===== src/rtl/twin_uart_pkg.sv =====
package twin_uart_pkg;
  localparam int unsigned BYTE_W = 8;

  localparam logic [2:0] IDX_DATA = 3'd0;
  localparam logic [2:0] IDX_IEN  = 3'd1;
  localparam logic [2:0] IDX_IDENT = 3'd2;
  localparam logic [2:0] IDX_STAT = 3'd5;

  localparam logic [BYTE_W-1:0] IDENT_RX   = 8'h04;
  localparam logic [BYTE_W-1:0] IDENT_TX   = 8'h02;
  localparam logic [BYTE_W-1:0] IDENT_NONE = 8'h01;
  localparam logic [BYTE_W-1:0] STAT_IDLE  = 8'h60;

  typedef struct packed {
    logic rd_data;
    logic wr_data;
    logic rd_ien;
    logic wr_ien;
    logic rd_ident;
    logic rd_stat;
  } chan_op_t;
endpackage


===== src/rtl/twin_uart_tick.sv =====
module twin_uart_tick #(
  parameter int unsigned DIV = 2
) (
  input  logic clk,
  input  logic rst,
  input  logic tick,
  output logic evt
);
  localparam int unsigned CW = (DIV > 2) ? $clog2(DIV) : 1;
  localparam logic [CW-1:0] LAST = CW'(DIV - 1);

  logic [CW-1:0] cnt;

  assign evt = tick && (cnt == LAST);

  always_ff @(posedge clk) begin
    if (rst) cnt <= '0;
    else if (tick) cnt <= (cnt == LAST) ? '0 : cnt + 1'b1;
  end

  generate
    if (DIV > 1) begin : g_chk
      assert_tick_alternate_R9: assert property (@(posedge clk) disable iff (rst)
        evt |=> !evt);
    end
  endgenerate
endmodule


===== src/rtl/twin_uart_chan.sv =====
module twin_uart_chan
  import twin_uart_pkg::*;
(
  input  logic              clk,
  input  logic              rst,
  input  chan_op_t          op,
  input  logic [BYTE_W-1:0] wdata,
  input  logic              rx_valid,
  input  logic [BYTE_W-1:0] rx_byte,
  input  logic              synth_tx,
  output logic [BYTE_W-1:0] tx_byte,
  output logic              tx_strobe,
  output logic              tx_flush,
  output logic [BYTE_W-1:0] rd_byte,
  output logic              irq_set
);
  logic [BYTE_W-1:0] ien;
  logic              tx_done;
  logic              rx_full;
  logic [BYTE_W-1:0] rx_hold;
  logic              tx_evt;

  assign tx_evt  = op.wr_data || (synth_tx && ien[1]);
  assign irq_set = (op.wr_data && ien[1]) || (rx_valid && ien[0]) || (synth_tx && ien[1]);

  always_comb begin
    rd_byte = '0;
    if (op.rd_data) rd_byte = rx_hold;
    else if (op.rd_ien) rd_byte = ien;
    else if (op.rd_ident) rd_byte = rx_full ? IDENT_RX : (tx_done ? IDENT_TX : IDENT_NONE);
    else if (op.rd_stat) rd_byte = STAT_IDLE | {{(BYTE_W-1){1'b0}}, rx_full};
  end

  always_ff @(posedge clk) begin
    if (rst) begin
      ien       <= '0;
      tx_done   <= 1'b0;
      rx_full   <= 1'b0;
      rx_hold   <= '0;
      tx_byte   <= '0;
      tx_strobe <= 1'b0;
      tx_flush  <= 1'b0;
    end else begin
      tx_strobe <= op.wr_data;
      tx_flush  <= op.wr_ien && !wdata[1];
      if (op.wr_data) tx_byte <= wdata;
      if (op.wr_ien) ien <= wdata;
      if (tx_evt) tx_done <= 1'b1;
      else if (op.rd_ident && !rx_full) tx_done <= 1'b0;
      if (rx_valid) begin
        rx_full <= 1'b1;
        rx_hold <= rx_byte;
      end else if (op.rd_data) begin
        rx_full <= 1'b0;
      end
    end
  end

  assert_tx_strobe_R2: assert property (@(posedge clk) disable iff (rst)
    op.wr_data |=> tx_strobe && (tx_byte == $past(wdata)));
  assert_flush_pulse_R4: assert property (@(posedge clk) disable iff (rst)
    (op.wr_ien && !wdata[1]) |=> tx_flush);
  assert_ident_clear_R5: assert property (@(posedge clk) disable iff (rst)
    (op.rd_ident && !rx_full && !tx_evt) |=> !tx_done);
  assert_rx_load_R8: assert property (@(posedge clk) disable iff (rst)
    rx_valid |=> rx_full && (rx_hold == $past(rx_byte)));
endmodule


===== src/rtl/twin_uart_regs.sv =====
module twin_uart_regs
  import twin_uart_pkg::*;
#(
  parameter int unsigned ADDR_W   = 8,
  parameter int unsigned SPACING  = 0,
  parameter int unsigned TICK_DIV = 2
) (
  input  logic              clk,
  input  logic              rst,
  input  logic              bus_sel,
  input  logic              bus_we,
  input  logic [ADDR_W-1:0] bus_addr,
  input  logic [7:0]        bus_wdata,
  output logic [7:0]        bus_rdata,
  output logic [7:0]        tx_data_a,
  output logic              tx_strobe_a,
  output logic              tx_flush_a,
  output logic [7:0]        tx_data_b,
  output logic              tx_strobe_b,
  output logic              tx_flush_b,
  input  logic [7:0]        rx_data_a,
  input  logic              rx_valid_a,
  input  logic [7:0]        rx_data_b,
  input  logic              rx_valid_b,
  input  logic              tick,
  output logic              irq
);
  localparam int unsigned NCH = 2;

  logic [ADDR_W-1:0] off;
  logic              in_map;
  logic              ch_b;
  logic [2:0]        idx;
  logic              ident_a_hit;
  logic              tick_evt;

  logic [BYTE_W-1:0] rx_byte_v [NCH];
  logic              rx_valid_v [NCH];
  logic [BYTE_W-1:0] tx_byte_v [NCH];
  logic              tx_strobe_v [NCH];
  logic              tx_flush_v [NCH];
  logic [BYTE_W-1:0] rd_byte_v [NCH];
  logic [NCH-1:0]    set_v;
  chan_op_t          op_v [NCH];

  assign off         = bus_addr >> SPACING;
  assign in_map      = (off >> 4) == '0;
  assign ch_b        = off[3];
  assign idx         = off[2:0];
  assign ident_a_hit = bus_sel && in_map && (off[3:0] == 4'd2);

  assign rx_byte_v[0]  = rx_data_a;
  assign rx_byte_v[1]  = rx_data_b;
  assign rx_valid_v[0] = rx_valid_a;
  assign rx_valid_v[1] = rx_valid_b;

  twin_uart_tick #(.DIV(TICK_DIV)) u_tick (
    .clk (clk),
    .rst (rst),
    .tick(tick),
    .evt (tick_evt)
  );

  generate
    for (genvar c = 0; c < NCH; c++) begin : g_ch
      logic hit;
      assign hit = bus_sel && in_map && (ch_b == (c == 1));
      always_comb begin
        op_v[c]          = '0;
        op_v[c].rd_data  = hit && !bus_we && (idx == IDX_DATA);
        op_v[c].wr_data  = hit &&  bus_we && (idx == IDX_DATA);
        op_v[c].rd_ien   = hit && !bus_we && (idx == IDX_IEN);
        op_v[c].wr_ien   = hit &&  bus_we && (idx == IDX_IEN);
        op_v[c].rd_ident = hit && !bus_we && (idx == IDX_IDENT);
        op_v[c].rd_stat  = hit && !bus_we && (idx == IDX_STAT);
      end
      twin_uart_chan u_chan (
        .clk      (clk),
        .rst      (rst),
        .op       (op_v[c]),
        .wdata    (bus_wdata),
        .rx_valid (rx_valid_v[c]),
        .rx_byte  (rx_byte_v[c]),
        .synth_tx ((c == 0) ? tick_evt : 1'b0),
        .tx_byte  (tx_byte_v[c]),
        .tx_strobe(tx_strobe_v[c]),
        .tx_flush (tx_flush_v[c]),
        .rd_byte  (rd_byte_v[c]),
        .irq_set  (set_v[c])
      );
    end
  endgenerate

  assign tx_data_a   = tx_byte_v[0];
  assign tx_strobe_a = tx_strobe_v[0];
  assign tx_flush_a  = tx_flush_v[0];
  assign tx_data_b   = tx_byte_v[1];
  assign tx_strobe_b = tx_strobe_v[1];
  assign tx_flush_b  = tx_flush_v[1];

  always_ff @(posedge clk) begin
    if (rst) begin
      irq       <= 1'b0;
      bus_rdata <= '0;
    end else begin
      if (|set_v) irq <= 1'b1;
      else if (ident_a_hit) irq <= 1'b0;
      bus_rdata <= (bus_sel && !bus_we && in_map) ? rd_byte_v[ch_b] : '0;
    end
  end

  assert_irq_ack_R6: assert property (@(posedge clk) disable iff (rst)
    (ident_a_hit && !(|set_v)) |=> !irq);
  assert_irq_raise_R8: assert property (@(posedge clk) disable iff (rst)
    (|set_v) |=> irq);
  assert_idle_rdata_R1: assert property (@(posedge clk) disable iff (rst)
    !(bus_sel && !bus_we) |=> (bus_rdata == '0));
  assert_irq_hold_R6: assert property (@(posedge clk) disable iff (rst)
    (!ident_a_hit && !(|set_v)) |=> $stable(irq));
endmodule


===== config.mk =====
export PLATFORM = sky130hd
export DESIGN_NAME = twin_uart_regs
export DESIGN_NICKNAME = d
export VERILOG_FILES = /design/src/rtl/twin_uart_pkg.sv /design/src/rtl/twin_uart_tick.sv /design/src/rtl/twin_uart_chan.sv /design/src/rtl/twin_uart_regs.sv
export SDC_FILE = /design/constraint.sdc
export NUM_CORES = 1
export LEC_CHECK = 0
export ABC_AREA = 1
export ABC_CLOCK_PERIOD_IN_PS = 1800
export BUFFER_PORTS_ARGS = -buffer_cell sky130_fd_sc_hd__buf_2
export CORE_MARGIN = 2
export CORE_UTILIZATION = 57
export DETAILED_ROUTE_END_ITERATION = 12
export PLACE_DENSITY = 0.84
export SLEW_MARGIN = 15
export SYNTH_ARGS = -nofsm -noshare
export SYNTH_HDL_FRONTEND = slang
export SYNTH_SLANG_ARGS = --single-unit

===== constraint.sdc =====
create_clock -name clk -period 1.8 [get_ports clk]
set_input_delay 0.36 -clock clk [delete_from_list [all_inputs] [get_ports clk]]
set_output_delay 0.36 -clock clk [all_outputs]
set_load 0.02 [all_outputs]

Yosys cells after proc, flatten, opt, wreduce, memory -nomap -nowiden
Index checks and enable logic that the tools add are counted.
{"block": "word_totals", "ff_bits": 66, "in_bits": 39, "output_inout_bits": 29, "word_cells": 101}
{"block": "op_classes", "addsub": 1, "n_lt_le_gt_ge": 1, "n_eq_ne": 4, "muxes": 26, "bitwise": 3, "reduce_logical": 49}
{"op": "8-bit two-way mux", "count": 11}
{"op": "1-bit logical AND", "count": 32}
{"op": "7-bit two-way mux", "count": 2}
{"op": "1-bit two-way mux", "count": 11}
{"op": "2-bit nonzero test", "count": 5}
{"op": "8-bit logical NOT", "count": 1}
{"op": "4-bit by 2-bit equality test with 1-bit output, second input constant", "count": 1}
{"op": "1-bit logical NOT", "count": 4}
{"op": "1-bit logical OR", "count": 4}
{"op": "2-bit two-way mux", "count": 2}
{"op": "2-bit OR reduction", "count": 2}
{"op": "3-bit by 1-bit equality test with 1-bit output, second input constant", "count": 1}
{"op": "3-bit by 2-bit equality test with 1-bit output, second input constant", "count": 1}
{"op": "3-bit equality test, second input constant", "count": 1}
{"op": "3-bit logical NOT", "count": 1}
{"op": "2-bit greater-or-equal comparator, second input constant", "count": 1}
{"op": "1-bit inverter", "count": 2}
{"op": "1-bit inverter with 2-bit output", "count": 1}
{"op": "1-bit adder, second input constant", "count": 1}

Logic depth before layout (Yosys ltp)
{"block": "depth", "ltp_word": 12, "mapped_depth": 9, "depth_no_buf": 9}

By module
A second synthesis with hierarchy kept.
{"block": "hier_totals", "hier_cells": 388, "area_unflattened_um2": 2835.2}
{"mod": "twin_uart_chan", "n_inst": 2, "cells_each": 157, "area_per_inst_um2": 1144.8, "seq_area_each_um2": 560.5}
{"mod": "twin_uart_regs", "n_inst": 1, "cells_each": 67, "area_per_inst_um2": 500.5, "seq_area_each_um2": 180.2}
{"mod": "twin_uart_tick", "n_inst": 1, "cells_each": 7, "area_per_inst_um2": 45.0, "seq_area_each_um2": 20.0}

Worst setup path before layout
No wires, ideal clock.
{"block": "synth_timing", "kind": "in2reg", "startpoint": "input bus_addr[3]", "endpoint": "register bus_rdata[6]", "setup_ps": 66, "arrival_ps": 1242, "required_ps": 1734, "slack_ps": 492, "stages": 8, "n_path_buf": 1, "cell_sequence": "buf_6 > clkinv_2 > nand4_2 > nor2_4 > inv_2 > nand3_1 > nand2_1 > a21oi_2"}
{"block": "synth_between", "elab_chain_cells": 11, "elab_cells_between_ends": 25, "classes_between": "11 x mux; 2 x bitwise; 12 x reduce/logical"}
{"element": "from (decl)", "line": "twin_uart_regs.sv:12", "text": "input logic [ADDR_W-1:0] bus_addr,"}
{"element": "1-bit inverter", "line": "twin_uart_regs.sv:67", "text": "assign hit = bus_sel && in_map && (ch_b == (c == 1));"}
{"element": "1-bit logical AND", "line": "twin_uart_regs.sv:67"}
{"element": "1-bit logical AND"}
{"element": "1-bit logical AND", "line": "twin_uart_regs.sv:75", "text": "op_v[c].rd_stat = hit && !bus_we && (idx == IDX_STAT);"}
{"element": "7-bit two-way mux", "line": "twin_uart_chan.sv:31", "text": "else if (op.rd_stat) rd_byte = STAT_IDLE | {{(BYTE_W-1){1'b0}}, rx_full};"}
{"element": "8-bit two-way mux", "line": "twin_uart_chan.sv:30", "text": "else if (op.rd_ident) rd_byte = rx_full ? IDENT_RX : (tx_done ? IDENT_TX : IDENT_NONE);"}
{"element": "8-bit two-way mux", "line": "twin_uart_chan.sv:29", "text": "else if (op.rd_ien) rd_byte = ien;"}
{"element": "8-bit two-way mux", "line": "twin_uart_chan.sv:28", "text": "if (op.rd_data) rd_byte = rx_hold;"}
{"element": "8-bit two-way mux (implied by the code) (*) (3 in a row)", "line": "twin_uart_regs.sv:108", "text": "bus_rdata <= (bus_sel && !bus_we && in_map) ? rd_byte_v[ch_b] : '0;"}
{"element": "to (signal assigned)", "line": "twin_uart_regs.sv:108"}
{"element": "to (decl)", "line": "twin_uart_regs.sv:14", "text": "output logic [7:0] bus_rdata,"}
Mark *: on every way between the ends. The rest lies on a longest branch, timed or not. The select of a mux whose other input is x is not followed.
A chain may end at the register's enable or synchronous reset.

Worst setup path after layout
{"block": "layout_timing", "startpoint": "input bus_addr[2]", "endpoint": "register g_ch[1].u_chan.ien[4]"}
{"block": "layout_between", "elab_chain_cells": 2}
{"element": "3-bit by 1-bit equality test with 1-bit output", "line": "twin_uart_regs.sv:73", "text": "op_v[c].wr_ien = hit && bus_we && (idx == IDX_IEN);"}
{"element": "1-bit logical AND", "line": "twin_uart_regs.sv:73"}
{"element": "to (signal assigned)", "line": "twin_uart_chan.sv:47", "text": "if (op.wr_ien) ien <= wdata;"}
{"element": "to (decl)", "line": "twin_uart_chan.sv:17", "text": "logic [BYTE_W-1:0] ien;"}
No other way between the ends.

==> impl_metrics.json <==
{
  "cp_slowest_cell": "nand3_1",
  "cellPowerDensity_nw_per_um2": 893.4,
  "fmax_ghz": 0.7475,
  "path_clk_slew_ns": 0.07,
  "ir_drop_uv": 668.0,
  "first_pass_iters": 4,
  "setup_ws_ns": 0.4623,
  "crit_path_max_fanout": 12,
  "ant_nets": 0,
  "hold_buffers": 0,
  "grt_pass1_wl_um": 11080,
  "fp.dieW_um": 74.59,
  "grtUsageTotal_pct": 26.92,
  "postSynthCellCount": 378,
  "cts_setup_buffers": 0,
  "n_antenna_cell": 0,
  "worst_setup_path_end_kind": "flop",
  "seq_power_share_pct": 48.5,
  "synth_mux_area_share_pct": 0,
  "tns_ns": 0,
  "core_area_um2": 4755,
  "p_comb_share_pct": 6.7,
  "period_share_pct": 74.32,
  "cts_buffer_depth": 2,
  "synth-compound-area-share_pct": 19.78,
  "hold-path-cell-count": 2,
  "drive_gt1_share_pct": 27.69,
  "post_cts_resized": 0,
  "clk_latency_ns": 0.34,
  "hold_violations": 0,
  "grt.overflow.total": 0,
  "intPower_mw": 2.386,
  "slew-limit-headroom_pct": 71.31,
  "p_leak_nw": 1.506,
  "tightest_slew_ns": 0.4292,
  "synth_area_leaders": "dfxtp_1, a21oi_1, nand2_1",
  "pre_cts_slack_ns": 0.1263,
  "wl_per_cell_um": 12.96,
  "drv_slew": 0,
  "reg2reg_depth": 6,
  "async_flop_share_pct": 0,
  "clock_sinks": 66,
  "io_pins": 68,
  "worst-setup-path-type": "in -> reg",
  "cp-start-kind": "primary input",
  "cts_tree": "done",
  "netlist.area_leader.share_pct": 46.52,
  "yosysWarningCount": 0,
  "ys_seq_area_share_pct": 46.52,
  "pwr-share-clk_pct": 44.8,
  "finalCriticalPeriod_ns": 1.338,
  "synth_enable_flop_cells": 0,
  "via_count": 2698,
  "synthSimpleGateAreaFrac_pct": 23.74,
  "yosys.area_share.xor_xnor_pct": 0,
  "syn_to_final_growth_pct": 22.33,
  "grt_max_degree": 19,
  "routabilityCongestion": 0.9413,
  "run_status": "finished clean",
  "synth_area_per_cell_um2": 7.514,
  "ys_seq_elements": 66,
  "worst_path_largest_cell_delay_ns": 0.33,
  "holdCritPathClass": "in -> reg",
  "yosys.area.top_type": "dfxtp_1",
  "critical_path.most_common_cell": "inv_2",
  "drt-vias-per-instance": 5.169,
  "crit_chain": "buf_2, nor2_4, nand2_2, inv_2, nand3_1, inv_2, nand2_1, a21oi_1",
  "dp_hpwl_um": 5070,
  "grt_pass1_vias": 2463,
  "yosysUniqueCellTypes": 33,
  "synth_top_flop_cell": "dfxtp_1",
  "drt_wl_total_um": 6765,
  "numCtsBuffers": 9,
  "maxCapViolations": 0,
  "start_util_pct": 59.74,
  "die-area_um2": 5564,
  "power_mw": 3.104,
  "fin_skew_ns": 0.008745,
  "switching_share_pct": 23.14,
  "drt_iter0_drc": 159,
  "rows": 25,
  "syn_area_um2": 2840,
  "p_switching_mw": 0.7183,
  "rsz0062_at_grt": "false",
  "hold_slack_ns": 0.2353,
  "drc": 0,
  "syn_nets": 417,
  "setup_violations": 0,
  "cp.required_ns": 2.07,
  "final_nets": 489,
  "arrival_ns": 1.61,
  "cts-root-buf": "clkbuf_8",
  "synth_top_family_by_area": "simple AND/OR/NAND/NOR gates",
  "htree_levels": 3,
  "antenna_found_initial": 0,
  "die_height_um": 74.59,
  "yosys.area_share.adder_pct": 0,
  "port_buffers": 67
}
-- power by group through the flow --
stage,Combinational (mW),Sequential [mW],Clock (mW)
detailed placement,0.205,1.54,0
global placement,0.199,1.54,0
finish,0.207,1.51,1.39
CTS,0.207,1.51,1.41
global route,0.233,1.51,1.47
floorplan,0.116,1.54,0
-- placed cells by master (no fill, tap or decap), types with 2 or more instances in the layout --
master	n
nand3_1	10
a21oi_1	51
inv_2	10
buf_2	67
bufinv_16	2
nor2_4	4
buf_4	8
nand2_1	59
o21ai_1	5
clkbuf_8	10
dfxtp_1	66
a21oi_2	4
inv_1	45
o21ai_0	40
nand4_1	8
nor3_1	2
clkinvlp_4	2
nor2_1	36
nand3_2	4
nor2_2	5
nand2_4	2
clkinv_2	2
-- metal layers --
| metal | GRT usage, % | wire, um | vias to the layer above |
|---|---|---|---|
| li1 | - | - | 1372 |
| met1 | 32.03 | 2944 | 1240 |
| met2 | 46.31 | 3312 | 74 |
| met3 | 7.317 | 379 | 12 |
| met4 | 10.32 | 129 | 0 |
| met5 | 0 | 0 | - |
-- cell type report --
class                           instances  area (um^2)
Tap cell                               67        83.83
Clock inverter                          6        88.84
Inverter                               56        211.5
Multi-Input combinational cell        242         1236
Timing Repair Buffer                   75        395.4
Fill cell                             414         1280
Clock buffer                           10        137.6
Sequential cell                        66         1321
-- per-stage QoR --
stage,utilization (%),instance area (um^2),std cells
after floorplan,-,2840,378
after global routing,73.08,3475,522
after detailed placement,68.32,3248,506
after global placement,68.32,3248,506
final,73.08,3475,522
after CTS,73.08,3475,522
-- sequential cells by signal, indices dropped and copies added (netlist names) --
| name | count |
|---|---|
| g_ch.u_chan.tx_byte | 16 |
| g_ch.u_chan.ien | 16 |
| g_ch.u_chan.tx_strobe | 2 |
| g_ch.u_chan.tx_flush | 2 |
| u_tick.cnt | 1 |
| irq | 1 |
| g_ch.u_chan.tx_done | 2 |
| g_ch.u_chan.rx_hold | 16 |
| bus_rdata | 8 |
| g_ch.u_chan.rx_full | 2 |
-- cells by family (layout without fill, tap and decap cells) --
family | Yosys count | count (layout)
DFF | 66 | 66
buffers and inverters | 70 | 147
and+or+nand+nor | 136 | 136
AOI/OAI and AO/OA | 106 | 106
-- final timing paths --
| path | endpoint | from | slack, ns |
|---|---|---|---|
| worst max-delay path | g_ch[1].u_chan.ien[4]$_SDFFE_PP0N_ | bus_addr[2] | 0.46 |
| worst min-delay path | g_ch[1].u_chan.tx_flush$_SDFF_PP0_ | bus_wdata[1] | 0.24 |
| worst max register to register | irq$_SDFFE_PP0P_ | u_tick.cnt$_SDFFE_PP0P_ | 0.70 |
| worst min register to register | g_ch[0].u_chan.tx_byte[0]$_SDFFE_PP0P_ | g_ch[0].u_chan.tx_byte[0]$_SDFFE_PP0P_ | 0.45 |
-- critical path: cells and delay by family --
family          cells  cell delay (ns)
buf+inv             3             0.46
compound gates      1             0.13
simple gates        4             0.67
-- synth_stat cells, types with 3 or more instances --
cell type and instances:
nand2_1 59, o21ai_0 40, nor2_1 36, a21oi_2 4
nand3_1 10, buf_2 3, nor2_4 4, inv_2 10
a21oi_1 51, dfxtp_1 66, nand4_1 8, nor2_2 5
inv_1 45, clkbuf_1 8, nand3_2 4, o21ai_1 5
No activity file was read; power rests on OpenSTA's default activity.
